<file path="src/rtl/ring_trk_pkg.sv">
package ring_trk_pkg;
  localparam int GEN_W    = 2;
  localparam int CTRL_W   = 32;
  localparam int RID_LSB  = 24;

  function automatic logic [GEN_W-1:0] gen_step(input logic [GEN_W-1:0] g);
    return g + 1'b1;
  endfunction
endpackage

</file>
<file path="src/rtl/ring_producer.sv">
module ring_producer #(
  parameter int IDX_W = 4
) (
  input  logic             clk,
  input  logic             rst_n,
  input  logic             clear,
  input  logic             db_valid,
  input  logic [IDX_W:0]   db_count,
  input  logic [IDX_W-1:0] cons_idx,
  output logic [IDX_W-1:0] prod_idx,
  output logic [IDX_W-1:0] free_cnt,
  output logic             db_accept,
  output logic             db_reject,
  output logic             prod_wrap,
  output logic             overflow
);
  function automatic logic [IDX_W-1:0] slots_free(input logic [IDX_W-1:0] c,
                                                   input logic [IDX_W-1:0] p);
    return c - p - 1'b1;
  endfunction

  logic [IDX_W:0] sum;

  assign free_cnt  = slots_free(cons_idx, prod_idx);
  assign db_accept = db_valid && (db_count != '0) && (db_count <= {1'b0, free_cnt});
  assign db_reject = db_valid && !db_accept;
  assign sum       = {1'b0, prod_idx} + db_count;
  assign prod_wrap = db_accept && sum[IDX_W];

  always_ff @(posedge clk or negedge rst_n) begin
    if (!rst_n) begin
      prod_idx <= '0;
      overflow <= 1'b0;
    end else if (clear) begin
      prod_idx <= '0;
      overflow <= 1'b0;
    end else begin
      if (db_accept) prod_idx <= sum[IDX_W-1:0];
      if (db_reject) overflow <= 1'b1;
    end
  end
endmodule

</file>
<file path="src/rtl/ring_fetcher.sv">
module ring_fetcher #(
  parameter int IDX_W = 4
) (
  input  logic                              clk,
  input  logic                              rst_n,
  input  logic                              clear,
  input  logic [IDX_W-1:0]                  prod_idx,
  input  logic                              fetch_ready,
  output logic                              fetch_valid,
  output logic [IDX_W-1:0]                  fetch_idx,
  output logic [ring_trk_pkg::GEN_W-1:0]    fetch_gen,
  output logic [IDX_W-1:0]                  pending,
  output logic                              fetch_fire,
  output logic                              fetch_wrap
);
  import ring_trk_pkg::*;

  localparam logic [IDX_W-1:0] LAST_SLOT = {IDX_W{1'b1}};

  function automatic logic [IDX_W-1:0] ring_dist(input logic [IDX_W-1:0] ahead,
                                                  input logic [IDX_W-1:0] behind);
    return ahead - behind;
  endfunction

  assign pending     = ring_dist(prod_idx, fetch_idx);
  assign fetch_valid = (prod_idx != fetch_idx);
  assign fetch_fire  = fetch_valid && fetch_ready;
  assign fetch_wrap  = fetch_fire && (fetch_idx == LAST_SLOT);

  always_ff @(posedge clk or negedge rst_n) begin
    if (!rst_n) begin
      fetch_idx <= '0;
      fetch_gen <= '0;
    end else if (clear) begin
      fetch_idx <= '0;
      fetch_gen <= '0;
    end else if (fetch_fire) begin
      fetch_idx <= fetch_idx + 1'b1;
      if (fetch_wrap) fetch_gen <= gen_step(fetch_gen);
    end
  end
endmodule

</file>
<file path="src/rtl/ring_consumer.sv">
module ring_consumer #(
  parameter int IDX_W = 4
) (
  input  logic             clk,
  input  logic             rst_n,
  input  logic             clear,
  input  logic             ack_valid,
  input  logic [IDX_W:0]   ack_count,
  input  logic [IDX_W-1:0] fetch_idx,
  output logic [IDX_W-1:0] cons_idx,
  output logic [IDX_W-1:0] inflight,
  output logic             ack_accept
);
  function automatic logic [IDX_W-1:0] ring_dist(input logic [IDX_W-1:0] ahead,
                                                  input logic [IDX_W-1:0] behind);
    return ahead - behind;
  endfunction

  assign inflight   = ring_dist(fetch_idx, cons_idx);
  assign ack_accept = ack_valid && (ack_count != '0) && (ack_count <= {1'b0, inflight});

  always_ff @(posedge clk or negedge rst_n) begin
    if (!rst_n)          cons_idx <= '0;
    else if (clear)      cons_idx <= '0;
    else if (ack_accept) cons_idx <= cons_idx + ack_count[IDX_W-1:0];
  end
endmodule

</file>
<file path="src/rtl/ring_sub_tracker.sv">
module ring_sub_tracker #(
  parameter int IDX_W = 4
) (
  input  logic                           clk,
  input  logic                           rst_n,
  input  logic                           q_clear,
  input  logic                           db_valid,
  input  logic [IDX_W:0]                 db_count,
  input  logic                           ack_valid,
  input  logic [IDX_W:0]                 ack_count,
  input  logic                           fetch_ready,
  output logic                           fetch_valid,
  output logic [IDX_W-1:0]               fetch_slot,
  output logic [ring_trk_pkg::GEN_W-1:0] fetch_gen,
  output logic [ring_trk_pkg::CTRL_W-1:0] fetch_tag,
  output logic [IDX_W-1:0]               free_count,
  output logic [IDX_W-1:0]               pending_count,
  output logic [IDX_W-1:0]               inflight_count,
  output logic                           empty,
  output logic                           overflow_err
);
  import ring_trk_pkg::*;

  logic [IDX_W-1:0] prod_idx;
  logic [IDX_W-1:0] cons_idx;
  logic             db_accept;
  logic             db_reject;
  logic             prod_wrap;
  logic             fetch_fire;
  logic             fetch_wrap;
  logic             ack_accept;

  ring_producer #(.IDX_W(IDX_W)) u_prod (
    .clk       (clk),
    .rst_n     (rst_n),
    .clear     (q_clear),
    .db_valid  (db_valid),
    .db_count  (db_count),
    .cons_idx  (cons_idx),
    .prod_idx  (prod_idx),
    .free_cnt  (free_count),
    .db_accept (db_accept),
    .db_reject (db_reject),
    .prod_wrap (prod_wrap),
    .overflow  (overflow_err)
  );

  ring_fetcher #(.IDX_W(IDX_W)) u_fetch (
    .clk         (clk),
    .rst_n       (rst_n),
    .clear       (q_clear),
    .prod_idx    (prod_idx),
    .fetch_ready (fetch_ready),
    .fetch_valid (fetch_valid),
    .fetch_idx   (fetch_slot),
    .fetch_gen   (fetch_gen),
    .pending     (pending_count),
    .fetch_fire  (fetch_fire),
    .fetch_wrap  (fetch_wrap)
  );

  ring_consumer #(.IDX_W(IDX_W)) u_cons (
    .clk        (clk),
    .rst_n      (rst_n),
    .clear      (q_clear),
    .ack_valid  (ack_valid),
    .ack_count  (ack_count),
    .fetch_idx  (fetch_slot),
    .cons_idx   (cons_idx),
    .inflight   (inflight_count),
    .ack_accept (ack_accept)
  );

  assign empty = (prod_idx == cons_idx);

  always_comb begin
    fetch_tag = '0;
    fetch_tag[RID_LSB +: GEN_W] = fetch_gen;
  end
endmodule

</file>
<file path="config.mk">
export PLATFORM = sky130hd
export DESIGN_NAME = ring_sub_tracker
export DESIGN_NICKNAME = d
export VERILOG_FILES = /design/src/rtl/ring_trk_pkg.sv /design/src/rtl/ring_producer.sv /design/src/rtl/ring_fetcher.sv /design/src/rtl/ring_consumer.sv /design/src/rtl/ring_sub_tracker.sv
export SDC_FILE = /design/constraint.sdc
export NUM_CORES = 1
export LEC_CHECK = 0
export BUFFER_PORTS_ARGS = -buffer_cell sky130_fd_sc_hd__clkbuf_2
export CELL_PAD_IN_SITES_DETAIL_PLACEMENT = 1
export CELL_PAD_IN_SITES_GLOBAL_PLACEMENT = 1
export CORE_MARGIN = 4
export CORE_UTILIZATION = 32
export CTS_CLUSTER_SIZE = 25
export DETAILED_ROUTE_END_ITERATION = 10
export PLACE_DENSITY = 0.77
export SLEW_MARGIN = 20
export SYNTH_ARGS = -nofsm -noshare
export SYNTH_HDL_FRONTEND = slang
export SYNTH_SLANG_ARGS = --single-unit
</file>
<file path="constraint.sdc">
create_clock -name clk -period 3.7 [get_ports clk]
set_clock_uncertainty 0.05 [all_clocks]
set_input_delay 0.185 -clock clk [delete_from_list [all_inputs] [get_ports clk]]
set_output_delay 0.185 -clock clk [all_outputs]
set_load 0.02 [all_outputs]
</file>
==> results.toml <==
[global_route]
grt_pass1_wl_um = 7714
antenna_found_initial = 0
grt_max_degree = 27
grt_usage_pct = 13.07
grt_overflow_total = 0
first_global_vias = 1627

[floorplan]
dieHeight_um = 85.12
die_w_um = 85.12
rows = 27
start_util_pct = 33.73
die_area_um2 = 7245
ioPinCount = 69
coreArea_um2 = 5642

[place]
dpl.hpwl_um = 3904
gp_congestion = 0.8225
port_buffers = 38
dp_cells = 318
place_area_um2 = 2041

[layout]
areaGrowthSynthToFinish_pct = 10.12
drive_gt1_share_pct = 20.32
finalNonFillerCells = 323
filler_cell_count = 684
design_area_um2 = 2096
nNetsFinal = 297
diodes = 0

[clock_network]
cts_setup_buffers = 0
cts_root_buf = "clkbuf_8"
clk_pin_slew_worst_paths_ns = 0.06
clockBufferDepth = 2
htreeDepth = 1
cts_tree = "yes"
clock-sinks = 15
numCtsBuffers = 3
clk_latency_ns = 0.25

[critical_path]
path_max_fanout = 5
path_common_cell = "ha_1"
cp-start-kind = "flip-flop"
path_cells = "inv_1, ha_1, nor2b_1, o21ai_0, nand2b_1, xor2_1, ha_1, a211oi_1, nand3_1, a21oi_2, mux2_4"
critPathCaptureType = "flip-flop"
crit_path_top_delay_cell = "dfrtp_1"
ff2ff_path_depth = 11
startpoint = "u_cons.cons_idx[1]"
cp.required_ns = 3.79
r2r_end = "u_cons.cons_idx[1]"
critPathKind = "reg2reg"
slowest_delay_ns = 0.46
rrSetupSlack_ns = 0.70
timing.rr.start = "u_cons.cons_idx[1]"
crit_arrival_ns = 3.09
endpoint = "u_cons.cons_idx[1]"

[timing]
finalHoldViolCount = 0
setup_viol = 0
worst_pin_slew_ns = 0.5098
drv_slew = 0
fmax_mhz = 332.9
post-route-min-period_ns = 3.004
fin_tns_setup_ns = 0
hold_slack_ns = 0.1583
rsz0062_at_grt = "no"
relSlewSlack_pct = 65.90
period_share_pct = 81.20

[synth]
yosysSeqAreaShare_pct = 19.72
syn_area_per_cell_um2 = 8.893
synthAdderAreaFrac_pct = 21.04
synthXorXnorAreaFrac_pct = 7.824
synth_area_leader_cell = "dfrtp_1"
yosys_warnings = 0
synth_area_leaders = "dfrtp_1, ha_1, buf_4, fa_1, inv_1"
syn-cell-area_um2 = 1903
synthDistinctLibCells = 41
ys_seq_elements = 15
synth.top_cell.area_share_pct = 19.72
yosys-mux-area-fraction_pct = 3.945
synth_cells = 214
yosys.area_share.simple_pct = 17.82
synth_compound_area_share_pct = 11.51
synth_top_family_by_area = "adder cells"

[status]
outcome = "finished clean"

[pwr]
total_power_mw = 1.574
p_per_area_nw_per_um2 = 751.0
p_leak_nw = 1.097
ir_worst_vdd_v = 0.0004662

[drt]
wl_per_cell_um = 14.32
drtPass1Iterations = 4
viasPerCell = 4.808
drt_iter0_drc = 32
drc = 0
wl_um = 4625
ant_nets = 0
vias = 1553

[min_path]
hp-class = "in2reg"
min_from = "db_valid"

[job]
drv_cap = 0
worst min-delay path by stage:
stage,endpoint,cells past startpoint
2_1_floorplan,u_cons.cons_idx[0],0
3_3_place_gp,u_fetch.fetch_gen[1],1
3_5_place_dp,u_fetch.fetch_gen[1],1
4_1_cts,u_prod.overflow,3
5_1_grt,u_prod.overflow,3
6_report,u_prod.overflow,3
what timing repair did:
action | CTS | global route
endpoints found under the hold margin | 15 | 0
resized for setup | 0 | 0
hold buffers | 1 | 0
registers in the layout, indices dropped and copies added, names as in the netlist:
| register | cells |
|---|---|
| u_fetch.fetch_gen | 2 |
| u_fetch.fetch_idx | 4 |
| u_prod.overflow | 1 |
| u_cons.cons_idx | 4 |
| u_prod.prod_idx | 4 |
power by group:
part / switching (mW) / internal, mW
logic: 0.741 / 0.443
registers: 0.0520 / 0.200
clock network: 0.0618 / 0.0764
total: 0.855 / 0.719
per-layer routing:
layer  up-vias  track usage [%]  wire (um)
met5         -                0          0
met4         0            3.885         51
met3         6            1.748        208
met2        45            23.09       2344
met1       748            16.44       2020
li1        754                -          -
logic make-up (layout without fill, tap and decap cells):
family                   count (synthesis)  count (layout)
adder cells (fa/ha/maj)                 29              29
flip-flops                              15              15
AND/OR/NAND/NOR                         59              59
buffers and inverters                   59              67
multiplexers                             6               6
XOR/XNOR                                17              17
other                                    1              30
AO/OA/AOI/OAI                           28              28
final cells by class:
class / instances / area [um2] / share of cell area [%]
Tap cell: 72 / 90.09 / 4.299
Timing Repair Buffer: 39 / 200.2 / 9.552
Inverter: 24 / 90.09 / 4.299
Sequential cell: 15 / 375.4 / 17.91
Multi-Input combinational cell: 169 / 1295 / 61.79
Clock buffer: 4 / 45.04 / 2.149
critical path: cells and delay by family, from the launching register on:
kind	cells	cell delay (ns)
AND/OR/NAND/NOR	3	0.42
XOR/XNOR	1	0.17
adder cells (fa/ha/maj)	2	0.62
buffers and inverters	1	0.13
AO/OA/AOI/OAI	3	0.72
flip-flops	1	0.46
multiplexers	1	0.32
placed cells by master (no fill, tap or decap), types with 4 or more instances in the layout:
cell and instances:
nor2_1 16, conb_1 30, nand2b_1 6, xnor2_1 7, ha_1 24, a21oi_1 4
clkbuf_2 38, nand3_1 12, xor2_1 10, o211ai_1 4, dfrtp_1 15, fa_1 5
nor2b_1 5, inv_1 24
synthesized netlist by cell type (all sizes together):
master and instances:
a2111o 1, a2111oi 1, a211oi 2, a21o 2
a21oi 6, a221o 1, a221oi 2, and2 3
and3 2, and4 3, and4b 2, buf 32
clkbuf 3, conb 1, dfrtp 15, fa 5
ha 24, inv 24, mux2 3, mux2i 3
nand2 2, nand2b 6, nand3 12, nand4 3
nand4b 2, nor2 16, nor2b 5, o2111ai 1
o211ai 4, o21a 1, o21ai 4, o221ai 1
o22ai 1, o31ai 1, or2 1, or4 2
xnor2 7, xor2 10
per-stage QoR:
| step | setup WS (ns) | util (%) |
|---|---|---|
| after floorplan | 0.7496 | - |
| after global routing | 0.4242 | 37.15 |
| final | 0.6957 | 37.15 |
| after CTS | 0.6723 | 37.15 |
| after detailed placement | 0.6780 | 36.17 |
| after global placement | 0.8076 | 36.17 |
(Power assumes the default switching activity.)
